==> config.mk <==
export PLATFORM = sky130hd
export DESIGN_NAME = pp_capture_seq
export DESIGN_NICKNAME = d
export VERILOG_FILES = /design/src/rtl/pp_seq_pkg.sv /design/src/rtl/pp_flag_pick.sv /design/src/rtl/pp_verdict.sv /design/src/rtl/pp_slot_track.sv /design/src/rtl/pp_capture_seq.sv
export SDC_FILE = /design/constraint.sdc
export NUM_CORES = 1
export LEC_CHECK = 0
export ABC_AREA = 1
export BUFFER_PORTS_ARGS = -buffer_cell sky130_fd_sc_hd__buf_4
export CORE_MARGIN = 1.5
export CORE_UTILIZATION = 40
export DETAILED_ROUTE_END_ITERATION = 8
export GPL_ROUTABILITY_DRIVEN = 1
export REMOVE_ABC_BUFFERS = 1
export SYNTH_ARGS = -nofsm -noshare
export SYNTH_HDL_FRONTEND = slang
export SYNTH_SLANG_ARGS = --single-unit
==> constraint.sdc <==
create_clock -name clk -period 1.7 [get_ports clk]
set_input_delay 0.17 -clock clk [delete_from_list [all_inputs] [get_ports clk]]
set_output_delay 0.17 -clock clk [all_outputs]
set_load 0.01 [all_outputs]
==> src/rtl/pp_seq_pkg.sv <==
package pp_seq_pkg;
  typedef enum logic [1:0] {
    V_GOOD    = 2'd0,
    V_RECOVER = 2'd1,
    V_FIFO    = 2'd2,
    V_SLOT    = 2'd3
  } verdict_e;

  typedef struct packed {
    logic nosig;
    logic slot;
    logic bad;
    logic ovf;
  } chflags_t;
endpackage

==> src/rtl/pp_flag_pick.sv <==
module pp_flag_pick
  import pp_seq_pkg::*;
#(
  parameter int STAT_W     = 32,
  parameter int CHAN       = 2,
  parameter int NOSIG_BASE = 0,
  parameter int SLOT_BASE  = 8,
  parameter int BAD_BASE   = 16,
  parameter int OVF_BASE   = 24
) (
  input  logic [STAT_W-1:0] status_i,
  output chflags_t          flags_o
);
  localparam int NOSIG_BIT = NOSIG_BASE + CHAN;
  localparam int SLOT_BIT  = SLOT_BASE + CHAN;
  localparam int BAD_BIT   = BAD_BASE + CHAN;
  localparam int OVF_BIT   = OVF_BASE + CHAN;

  always_comb begin
    flags_o.nosig = status_i[NOSIG_BIT];
    flags_o.slot  = status_i[SLOT_BIT];
    flags_o.bad   = status_i[BAD_BIT];
    flags_o.ovf   = status_i[OVF_BIT];
  end
endmodule

==> src/rtl/pp_verdict.sv <==
module pp_verdict
  import pp_seq_pkg::*;
(
  input  chflags_t flags_i,
  input  logic     nosig_q_i,
  input  logic     exp_slot_i,
  output verdict_e verdict_o,
  output logic     nosig_d_o
);
  always_comb begin
    verdict_o = V_GOOD;
    nosig_d_o = flags_i.nosig;
    if (nosig_q_i && !flags_i.nosig) begin
      verdict_o = V_RECOVER;
      nosig_d_o = 1'b0;
    end else if (!flags_i.nosig && (flags_i.bad || flags_i.ovf)) begin
      verdict_o = V_FIFO;
    end else if (flags_i.slot != exp_slot_i) begin
      verdict_o = V_SLOT;
    end
  end
endmodule

==> src/rtl/pp_slot_track.sv <==
module pp_slot_track #(
  parameter int NSLOT = 2,
  localparam int SW   = (NSLOT > 1) ? $clog2(NSLOT) : 1
) (
  input  logic             clk,
  input  logic             rst_n,
  input  logic             start_i,
  input  logic [NSLOT-1:0] start_load_i,
  input  logic             stop_i,
  input  logic             clr_en_i,
  input  logic [SW-1:0]    clr_slot_i,
  input  logic             fill_en_i,
  input  logic [SW-1:0]    fill_slot_i,
  input  logic             fill_ok_i,
  output logic [NSLOT-1:0] loaded_o
);
  logic [NSLOT-1:0] loaded_q;
  logic [NSLOT-1:0] loaded_d;
  logic [NSLOT-1:0] loaded_en;

  for (genvar s = 0; s < NSLOT; s++) begin : g_slot
    always_comb begin
      loaded_en[s] = 1'b0;
      loaded_d[s]  = loaded_q[s];
      if (stop_i) begin
        loaded_en[s] = 1'b1;
        loaded_d[s]  = 1'b0;
      end else if (start_i) begin
        loaded_en[s] = 1'b1;
        loaded_d[s]  = start_load_i[s];
      end else if (fill_en_i && (fill_slot_i == SW'(s))) begin
        loaded_en[s] = 1'b1;
        loaded_d[s]  = fill_ok_i;
      end else if (clr_en_i && (clr_slot_i == SW'(s))) begin
        loaded_en[s] = 1'b1;
        loaded_d[s]  = 1'b0;
      end
    end

    always_ff @(posedge clk or negedge rst_n) begin
      if (!rst_n)              loaded_q[s] <= 1'b0;
      else if (loaded_en[s])   loaded_q[s] <= loaded_d[s];
    end
  end

  assign loaded_o = loaded_q;

  a_r11_empty_after_stop: assert property (@(posedge clk) disable iff (!rst_n)
    stop_i |=> (loaded_o == '0));
endmodule

==> src/rtl/pp_capture_seq.sv <==
module pp_capture_seq
  import pp_seq_pkg::*;
#(
  parameter int STAT_W = 32,
  parameter int CHAN   = 2,
  parameter int SEQ_W  = 16
) (
  input  logic              clk,
  input  logic              rst_n,
  input  logic              start_i,
  input  logic [1:0]        start_load_i,
  input  logic              stop_i,
  input  logic              req_i,
  input  logic [STAT_W-1:0] status_i,
  input  logic              refill_ok_i,
  output logic              done_o,
  output logic              done_slot_o,
  output logic [SEQ_W-1:0]  done_seq_o,
  output logic              refill_req_o,
  output logic              refill_slot_o,
  output logic              rst_req_o,
  output logic              rel_o,
  output logic [1:0]        rel_mask_o
);
  localparam int NSLOT = 2;

  chflags_t   flags;
  verdict_e   verdict;
  logic       nosig_next;
  logic [NSLOT-1:0] loaded;

  logic       stream_q, stream_d;
  logic       exp_q, exp_d;
  logic       nosig_q, nosig_d;
  logic [SEQ_W-1:0] seq_q, seq_d;
  logic       hold_q;
  logic       accept, good, deliver;
  logic       st_en, evt_en;

  pp_flag_pick #(.STAT_W(STAT_W), .CHAN(CHAN)) u_pick (
    .status_i (status_i),
    .flags_o  (flags)
  );

  pp_verdict u_verdict (
    .flags_i    (flags),
    .nosig_q_i  (nosig_q),
    .exp_slot_i (exp_q),
    .verdict_o  (verdict),
    .nosig_d_o  (nosig_next)
  );

  pp_slot_track #(.NSLOT(NSLOT)) u_slots (
    .clk          (clk),
    .rst_n        (rst_n),
    .start_i      (start_i),
    .start_load_i (start_load_i),
    .stop_i       (stop_i),
    .clr_en_i     (deliver),
    .clr_slot_i   (exp_q),
    .fill_en_i    (refill_req_o),
    .fill_slot_i  (refill_slot_o),
    .fill_ok_i    (refill_ok_i),
    .loaded_o     (loaded)
  );

  always_comb begin
    accept  = req_i && stream_q && !hold_q && !stop_i && !start_i;
    good    = (verdict == V_GOOD);
    deliver = accept && good && loaded[exp_q];

    stream_d = stream_q;
    exp_d    = exp_q;
    nosig_d  = nosig_q;
    seq_d    = seq_q;
    if (stop_i) begin
      stream_d = 1'b0;
    end else if (start_i) begin
      stream_d = 1'b1;
      exp_d    = 1'b0;
      seq_d    = '0;
    end else if (accept) begin
      nosig_d = nosig_next;
      exp_d   = good ? ~exp_q : 1'b0;
      if (deliver) seq_d = seq_q + 1'b1;
    end
    st_en  = stop_i || start_i || accept;
    evt_en = accept;
  end

  always_ff @(posedge clk or negedge rst_n) begin
    if (!rst_n) begin
      stream_q <= 1'b0;
      exp_q    <= 1'b0;
      nosig_q  <= 1'b0;
      seq_q    <= '0;
    end else if (st_en) begin
      stream_q <= stream_d;
      exp_q    <= exp_d;
      nosig_q  <= nosig_d;
      seq_q    <= seq_d;
    end
  end

  always_ff @(posedge clk or negedge rst_n) begin
    if (!rst_n) begin
      hold_q       <= 1'b0;
      done_o       <= 1'b0;
      refill_req_o <= 1'b0;
      rst_req_o    <= 1'b0;
      rel_o        <= 1'b0;
      rel_mask_o   <= '0;
    end else begin
      hold_q       <= accept;
      done_o       <= deliver;
      refill_req_o <= accept && good;
      rst_req_o    <= accept && !good;
      rel_o        <= stop_i;
      rel_mask_o   <= stop_i ? loaded : 2'b00;
    end
  end

  always_ff @(posedge clk or negedge rst_n) begin
    if (!rst_n) begin
      done_slot_o   <= 1'b0;
      done_seq_o    <= '0;
      refill_slot_o <= 1'b0;
    end else if (evt_en) begin
      done_slot_o   <= exp_q;
      done_seq_o    <= seq_q;
      refill_slot_o <= exp_q;
    end
  end

  a_r12_done_single: assert property (@(posedge clk) disable iff (!rst_n)
    done_o |=> !done_o);
  a_r12_rst_single: assert property (@(posedge clk) disable iff (!rst_n)
    rst_req_o |=> !rst_req_o);
  a_r5_rst_excl: assert property (@(posedge clk) disable iff (!rst_n)
    rst_req_o |-> (!done_o && !refill_req_o));
  a_r8_refill_pairs: assert property (@(posedge clk) disable iff (!rst_n)
    done_o |-> (refill_req_o && (refill_slot_o == done_slot_o)));
  a_r8_seq_step: assert property (@(posedge clk) disable iff (!rst_n)
    done_o |-> (seq_q == SEQ_W'(done_seq_o + 1'b1)));
  a_r7_back_to_p: assert property (@(posedge clk) disable iff (!rst_n)
    rst_req_o |-> !exp_q);
  a_r11_release_idle: assert property (@(posedge clk) disable iff (!rst_n)
    rel_o |-> (!stream_q && !done_o));
endmodule

==> reports/metrics.json, run 1 <==
{
  "outcome": "finished clean",
  "syn_area_per_cell_um2": 7.82,
  "share_of_the_yosys_chip_area_belonging_to_registers_pct": 50.4,
  "final_nets": 367,
  "finish.cell_count_without_fillers": 398,
  "tritoncts.num_buffers": 5,
  "pre_cts_setup_slack_ps": 153,
  "number_of_storage_elements_in_the_synthesis_netlist": 45,
  "timing_hold_violations_final": 0,
  "ant_nets": 0,
  "finalWirelength_um": 4550,
  "dp.final_hpwl_um": 3290,
  "peak_clock_frequency_supported_by_timing_mhz": 659,
  "setup.worst_path.class": "reg2reg",
  "powerDensity_nw_per_um2": 758,
  "post_synth_inst_count": 286,
  "initial_utilization_pct": 41.1,
  "area.growth.synth_to_final_pct": 20.1,
  "period_share_pct": 89.2,
  "path_clk_slew_ps": 80,
  "synth_area_leader_cell": "sky130_fd_sc_hd__dfrtp_1",
  "count_of_inserted_antenna_diode_cells": 0,
  "setup_total_negative_slack_ps": 0,
  "top_level_ports": 64,
  "clock_skew_ps": 5.64,
  "synth.distinct_cells": 28,
  "clock_latency_ps": 300,
  "last_weighted_congestion_value_of_the_routability_driven_placer": 0.839,
  "timing.critical_path.from_type": "register",
  "final.min_clock_period_ps": 1520,
  "grt_pass1_wl_um": 7930,
  "length_of_the_first_detailed_routing_pass_in_iterations": 4,
  "synth_top_cells_by_area": "sky130_fd_sc_hd__dfrtp_1, sky130_fd_sc_hd__nand2_1, sky130_fd_sc_hd__nor2_1, sky130_fd_sc_hd__nand3_1, sky130_fd_sc_hd__inv_1",
  "ir_worst_vdd_uv": 404,
  "worstRegToRegCells": 7,
  "path_max_fanout": 5,
  "per_cell_via_count_in_the_routed_design": 4.57,
  "initialDrtViolationCount": 59,
  "rsz0062_at_grt": "no",
  "dieHeight_um": 77.8,
  "layout_setup_ws_ps": 183,
  "path_cells": "ha_1 -> nand3_2 -> nor2_2 -> buf_4 -> xor2_1 -> nand4_1 -> nand2_1",
  "worst_endpoint_required_time_ps": 1940,
  "globalRoute.totalOverflow": 0,
  "dp.cells": 389,
  "grt_pass1_vias": 1727,
  "worst_hold_path.num_cells": 1,
  "cts_htree_levels": 2,
  "max_stage_delay_ps": 430,
  "die-area_um2": 6050,
  "number_of_antenna_violations_at_the_first_check_in_global_routing": 0,
  "clockRootBuffer": "sky130_fd_sc_hd__clkbuf_8",
  "report.power.total_mw": 2.04,
  "worst_setup_path_end_kind": "register",
  "fp-row-count": 27,
  "core_area_um2": 5440,
  "grt_max_degree": 46,
  "netlist.area_leader.share_pct": 50.4,
  "cts_tree": "yes",
  "setup_viol_count_final": 0,
  "worst_path_cell_with_the_longest_stage_delay": "sky130_fd_sc_hd__dfrtp_1",
  "layout-drive-gt1-share_pct": 18.4,
  "groute.usage.overall_pct": 16.7,
  "holdCritPathClass": "in2reg",
  "detail_route.wl_per_cell_um": 11.4,
  "cts.path.max_buffers": 2,
  "relSlewSlack_pct": 62.3,
  "worst-endpoint-arrival_ps": 1750,
  "post_syn_area_um2": 2240,
  "power_leakage_nw": 1.39,
  "detail_route.drc_violations": 0,
  "synthesis.yosys.warnings": 0,
  "port_buffers": 35,
  "cap_violations": 0,
  "die_x_um": 77.8,
  "worst-slew-pin-transition_ps": 565,
  "slew_violations": 0,
  "dr_total_vias": 1817,
  "clock_sinks": 45
}
[placed cells by master (no fill, tap or decap), drive strengths merged, types with 2 or more instances in the layout]
cell type,instances
nand4,9
xnor2,2
clkbuf,7
a21oi,5
buf,40
nand2,129
xor2,6
o21bai,4
inv,18
dfrtp,45
o21ai,7
nor2,36
nand3,11
[critical path: cells and delay by family (launching register included)]
kind                     cells  cell delay (ps)
buffers and inverters        1              130
adder cells (fa/ha/maj)      1              260
flip-flops                   1              430
AND/OR/NAND/NOR              4              500
XOR/XNOR                     1              130
[Yosys cell counts (all sizes together)]
| cell type | number |
|---|---|
| o21bai | 4 |
| nand4 | 9 |
| nand2 | 129 |
| nor4 | 1 |
| xnor2 | 2 |
| a32oi | 1 |
| xor2 | 6 |
| clkbuf | 4 |
| nand3b | 1 |
| nand3 | 11 |
| inv | 18 |
| buf | 4 |
| a21oi | 5 |
| nor2 | 36 |
| o21ai | 7 |
| nor3 | 1 |
| ha | 1 |
| dfrtp | 45 |
| clkinv | 1 |
[final timing paths]
path                                            from                   endpoint  slack, ps
max                             seq_q[0]$_DFFE_PN0P_       seq_q[6]$_DFFE_PN0P_        180
min                                           stop_i            rel_o$_DFF_PN0_         60
max reg2reg                     seq_q[0]$_DFFE_PN0P_       seq_q[6]$_DFFE_PN0P_        180
min reg2reg                done_seq_o[5]$_DFFE_PN0P_  done_seq_o[5]$_DFFE_PN0P_        480
max in group asynchronous                      rst_n  done_seq_o[3]$_DFFE_PN0P_        910
min in group asynchronous                      rst_n      seq_q[11]$_DFFE_PN0P_        410
[layer usage]
metal | GRT usage [%] | routed length (um)
met3 | 4.35 | 190
met1 | 21.7 | 2200
met5 | 0 | 0
met2 | 26.5 | 2080
met4 | 6.55 | 75
[metrics by stage]
step | instance area, um^2 | hold WS [ps] | utilization (%)
2_1_floorplan | 2190 | -126 | -
6_report | 2690 | 59.3 | 49.4
3_3_place_gp | 2570 | 209 | 47.3
3_5_place_dp | 2570 | 208 | 47.3
5_1_grt | 2690 | 45.8 | 49.4
4_1_cts | 2670 | 54.6 | 49.1
[where the power goes]
group	switching [mW]	internal (mW)
clock network	0.338	0.323
logic	0.130	0.0927
registers	0.0381	1.12
total	0.506	1.53
[timing repair]
item / 4_1_cts / 5_1_grt
gates resized for setup: 0 / 2
endpoints found under the hold margin: 45 / 0
setup endpoints to repair: 0 / 1
setup buffers: 0 / 1
hold buffers: 1 / 0
[registers in the layout, indices dropped and copies added, names as in the netlist, 2 cells and up]
| register | flops |
|---|---|
| rel_mask_o | 2 |
| u_slots.loaded_o | 2 |
| done_seq_o | 16 |
| seq_q | 16 |
[layout make-up]
| cell class | instances | area (um^2) |
|---|---|---|
| Tap cell | 72 | 90.1 |
| Sequential cell | 45 | 1130 |
| Fill cell | 547 | 2750 |
| Multi-Input combinational cell | 214 | 998 |
| Timing Repair Buffer | 41 | 310 |
| Inverter | 19 | 75.1 |
| Clock buffer | 7 | 86.3 |
[kinds of logic (layout without fill, tap and decap cells)]
family                   Yosys count  count (layout)  share of synthesized area [%]
AND/OR/NAND/NOR                  188             188                           35.5
AO/OA/AOI/OAI                     17              17                           5.09
flip-flops                        45              45                           50.4
adder cells (fa/ha/maj)            1               1                          0.560
XOR/XNOR                           8               8                           3.13
buffers and inverters             27              67                           5.32
Power figures use the tool's default switching activity.
==> run 2: changes to the inputs <==
- BUFFER_PORTS_ARGS: -buffer_cell sky130_fd_sc_hd__buf_4 -> -buffer_cell sky130_fd_sc_hd__buf_2
==> run 2 against run 1 <==
Effect of this change:
- combinational power decreased by 5%
- largest cell class unchanged
- count of clock-buffer cells in the layout unchanged
- flip-flop and latch count unchanged
- largest power group unchanged
- critical path type unchanged
- critical endpoint is now seq_q[14]$_DFFE_PN0P_
==> reports/metrics.json, run 2 (synthesized netlist as in run 1, its figures left out) <==
{
  "worstRegToRegCells": {"value": 9, "change": "+2"},
  "power_leakage": {"value": 1.41, "unit": "nW", "change": "+1.1%"},
  "crit_start": "seq_q[0]$_DFFE_PN0P_",
  "worst-slew-pin-transition": {"value": 467, "unit": "ps", "change": "-98.3 ps"},
  "powerDensity": {"value": 785, "unit": "nW/um^2", "change": "+3.5%"},
  "area.growth.synth_to_final_pct": 18.5,
  "path_max_fanout": {"value": 5, "change": "unchanged"},
  "timing.rr.end": "seq_q[14]$_DFFE_PN0P_",
  "slew_violations": {"value": 0, "change": "unchanged"},
  "final_nets": {"value": 369, "change": "+0.54%"},
  "core_area": {"value": 5440, "unit": "um^2", "change": "unchanged"},
  "detail_route.wl_per_cell": {"value": 11.6, "unit": "um", "change": "+1.4%"},
  "initial_utilization": {"value": 41.1, "unit": "%", "change": "unchanged"},
  "clock_skew": {"value": 6.50, "unit": "ps", "change": "+0.862 ps"},
  "cts.path.max_buffers": {"value": 2, "change": "unchanged"},
  "ir_worst_vdd": {"value": 364, "unit": "uV", "change": "-9.7%"},
  "layout.cells.most_common": "sky130_fd_sc_hd__nand2_1",
  "number_of_antenna_violations_at_the_first_check_in_global_routing": {"value": 0, "change": "unchanged"},
  "last_weighted_congestion_value_of_the_routability_driven_placer": {"value": 0.834, "change": "-0.49%"},
  "ant_nets": {"value": 0, "change": "unchanged"},
  "cts_tree": "yes",
  "tritoncts.num_buffers": {"value": 5, "change": "unchanged"},
  "initialDrtViolationCount": {"value": 72, "change": "+22%"},
  "grt_pass1_wl": {"value": 8010, "unit": "um", "change": "+1.0%"},
  "finalWirelength": {"value": 4650, "unit": "um", "change": "+2.2%"},
  "clock_latency": {"value": 300, "unit": "ps", "change": "about the same"},
  "count_of_inserted_antenna_diode_cells": {"value": 0, "change": "unchanged"},
  "holdCritPathClass": "in2reg",
  "final.min_clock_period": {"value": 1460, "unit": "ps", "change": "-57.8 ps"},
  "worst_hold_path.num_cells": {"value": 3, "change": "+2"},
  "clockRootBuffer": "sky130_fd_sc_hd__clkbuf_8",
  "relSlewSlack": {"value": 68.9, "unit": "%", "change": "+6.6 points"},
  "dp.cells": {"value": 392, "change": "+0.77%"},
  "die_x": {"value": 77.8, "unit": "um", "change": "unchanged"},
  "length_of_the_first_detailed_routing_pass_in_iterations": {"value": 4, "change": "unchanged"},
  "port_buffers": {"value": 35, "change": "unchanged"},
  "setup_viol_count_final": {"value": 0, "change": "unchanged"},
  "timing.critical_path.from_type": "register",
  "dieHeight": {"value": 77.8, "unit": "um", "change": "unchanged"},
  "clock_sinks": {"value": 45, "change": "unchanged"},
  "dr_total_vias": {"value": 1838, "change": "+1.2%"},
  "cts_htree_levels": {"value": 2, "change": "unchanged"},
  "die-area": {"value": 6050, "unit": "um^2", "change": "unchanged"},
  "per_cell_via_count_in_the_routed_design": {"value": 4.58, "change": "+0.40%"},
  "worst_setup_path_end_kind": "register",
  "timing_hold_violations_final": {"value": 0, "change": "unchanged"},
  "finish.cell_count_without_fillers": {"value": 401, "change": "+0.75%"},
  "period_share": {"value": 85.8, "unit": "%", "change": "-3.4 points"},
  "setup_total_negative_slack": {"value": 0, "unit": "ps", "change": "unchanged"},
  "outcome": "finished clean",
  "groute.usage.overall": {"value": 17.1, "unit": "%", "change": "+0.34 points"},
  "globalRoute.totalOverflow": {"value": 0, "change": "unchanged"},
  "rsz0062_at_grt": "no",
  "peak_clock_frequency_supported_by_timing": {"value": 685, "unit": "MHz", "change": "+4.0%"},
  "layout-drive-gt1-share": {"value": 19.8, "unit": "%", "change": "+1.4 points"},
  "worst_r2r_startpoint": "seq_q[0]$_DFFE_PN0P_",
  "detail_route.drc_violations": {"value": 0, "change": "unchanged"},
  "biggestRegsByFlops": "done_seq_o (16), seq_q (16)",
  "fp-row-count": {"value": 27, "change": "unchanged"},
  "cts_setup_buffers": {"value": 0, "change": "unchanged"},
  "worst_endpoint_required_time": {"value": 1940, "unit": "ps", "change": "about the same"},
  "ff2ff_setup_slack": {"value": 240, "unit": "ps", "change": "+60 ps"},
  "grt_pass1_vias": {"value": 1717, "change": "-0.58%"},
  "top_level_ports": {"value": 64, "change": "unchanged"},
  "setup.worst_path.class": "reg2reg",
  "dp.final_hpwl": {"value": 3410, "unit": "um", "change": "+3.6%"},
  "timing.critical_path.to": "seq_q[14]$_DFFE_PN0P_",
  "worst-endpoint-arrival": {"value": 1700, "unit": "ps", "change": "-50 ps"},
  "cap_violations": {"value": 0, "change": "unchanged"},
  "layout.cells.most_common_list": "sky130_fd_sc_hd__nand2_1, sky130_fd_sc_hd__dfrtp_1, sky130_fd_sc_hd__buf_2, sky130_fd_sc_hd__nor2_1, sky130_fd_sc_hd__inv_1",
  "path_clk_slew": {"value": 80, "unit": "ps", "change": "about the same"},
  "grt_max_degree": {"value": 29, "change": "-37%"}
}
-- run 2: worst min path at each step --
| stage | startpoint | endpoint | slack [ps] |
|---|---|---|---|
| finish | start_load_i[1] | u_slots.loaded_o[1]$_DFFE_PN0P_ | 80 |
| global route | stop_i | rel_o$_DFF_PN0_ | 80 |
| floorplan | rst_n | done_o$_DFF_PN0_ | -130 |
| global placement | rst_n | done_seq_o[8]$_DFFE_PN0P_ | 150 |
| detailed placement | rst_n | done_seq_o[8]$_DFFE_PN0P_ | 150 |
| CTS | start_load_i[1] | u_slots.loaded_o[1]$_DFFE_PN0P_ | 70 |
-- run 2: metal layers --
metal,up-vias,wire length (um),track usage (%)
li1,980,-,-
met1,822,2350,23.6
met2,29,2050,26.1
met3,7,179,4.12
met4,0,70,5.82
met5,-,0,0
-- run 2: metrics by stage --
step	hold WS [ps]	cell area, um^2	total power [mW]	setup slack [ps]	util, %
6_report	75.1	2650	2.08	241	48.7
5_1_grt	80.5	2650	2.19	6.49	48.7
4_1_cts	71.0	2630	2.11	126	48.4
3_5_place_dp	150	2520	1.39	147	46.4
3_3_place_gp	148	2520	1.38	158	46.4
2_1_floorplan	-126	2190	1.28	193	-
-- run 2: repair_timing --
item                                    CTS  global route
hold buffers                              1             0
resized for setup                         0             4
endpoints found under the hold margin    17             0
endpoints found under the setup margin    0             2
-- run 2: worst max-delay path: stages (launching register included) --
cell and delay, ps:
sky130_fd_sc_hd__dfrtp_1 420, sky130_fd_sc_hd__ha_1 270, sky130_fd_sc_hd__nand3_2 160, sky130_fd_sc_hd__nor2_4 150
sky130_fd_sc_hd__nand3_1 80, sky130_fd_sc_hd__nand2_1 70, sky130_fd_sc_hd__nand2_1 40, sky130_fd_sc_hd__nor2_1 90
sky130_fd_sc_hd__nand2_1 60, sky130_fd_sc_hd__nand2_1 60
-- run 2: area by class of cell --
| class | count | area [um^2] |
|---|---|---|
| clock buffers | 7 | 96.3 |
| clock inverters | 1 | 5.00 |
| fillers | 557 | 2790 |
| inverters | 19 | 75.1 |
| multi-input cells | 214 | 1010 |
| flip-flops and latches | 45 | 1130 |
| well taps | 72 | 90.1 |
| repair buffers | 43 | 250 |
-- run 2: power breakdown --
| group | internal [mW] | switching, mW | leakage [nW] |
|---|---|---|---|
| clock network | 0.367 | 0.349 | 0.0542 |
| logic | 0.0786 | 0.133 | 0.739 |
| registers | 1.11 | 0.0359 | 0.617 |
| total | 1.56 | 0.518 | 1.41 |
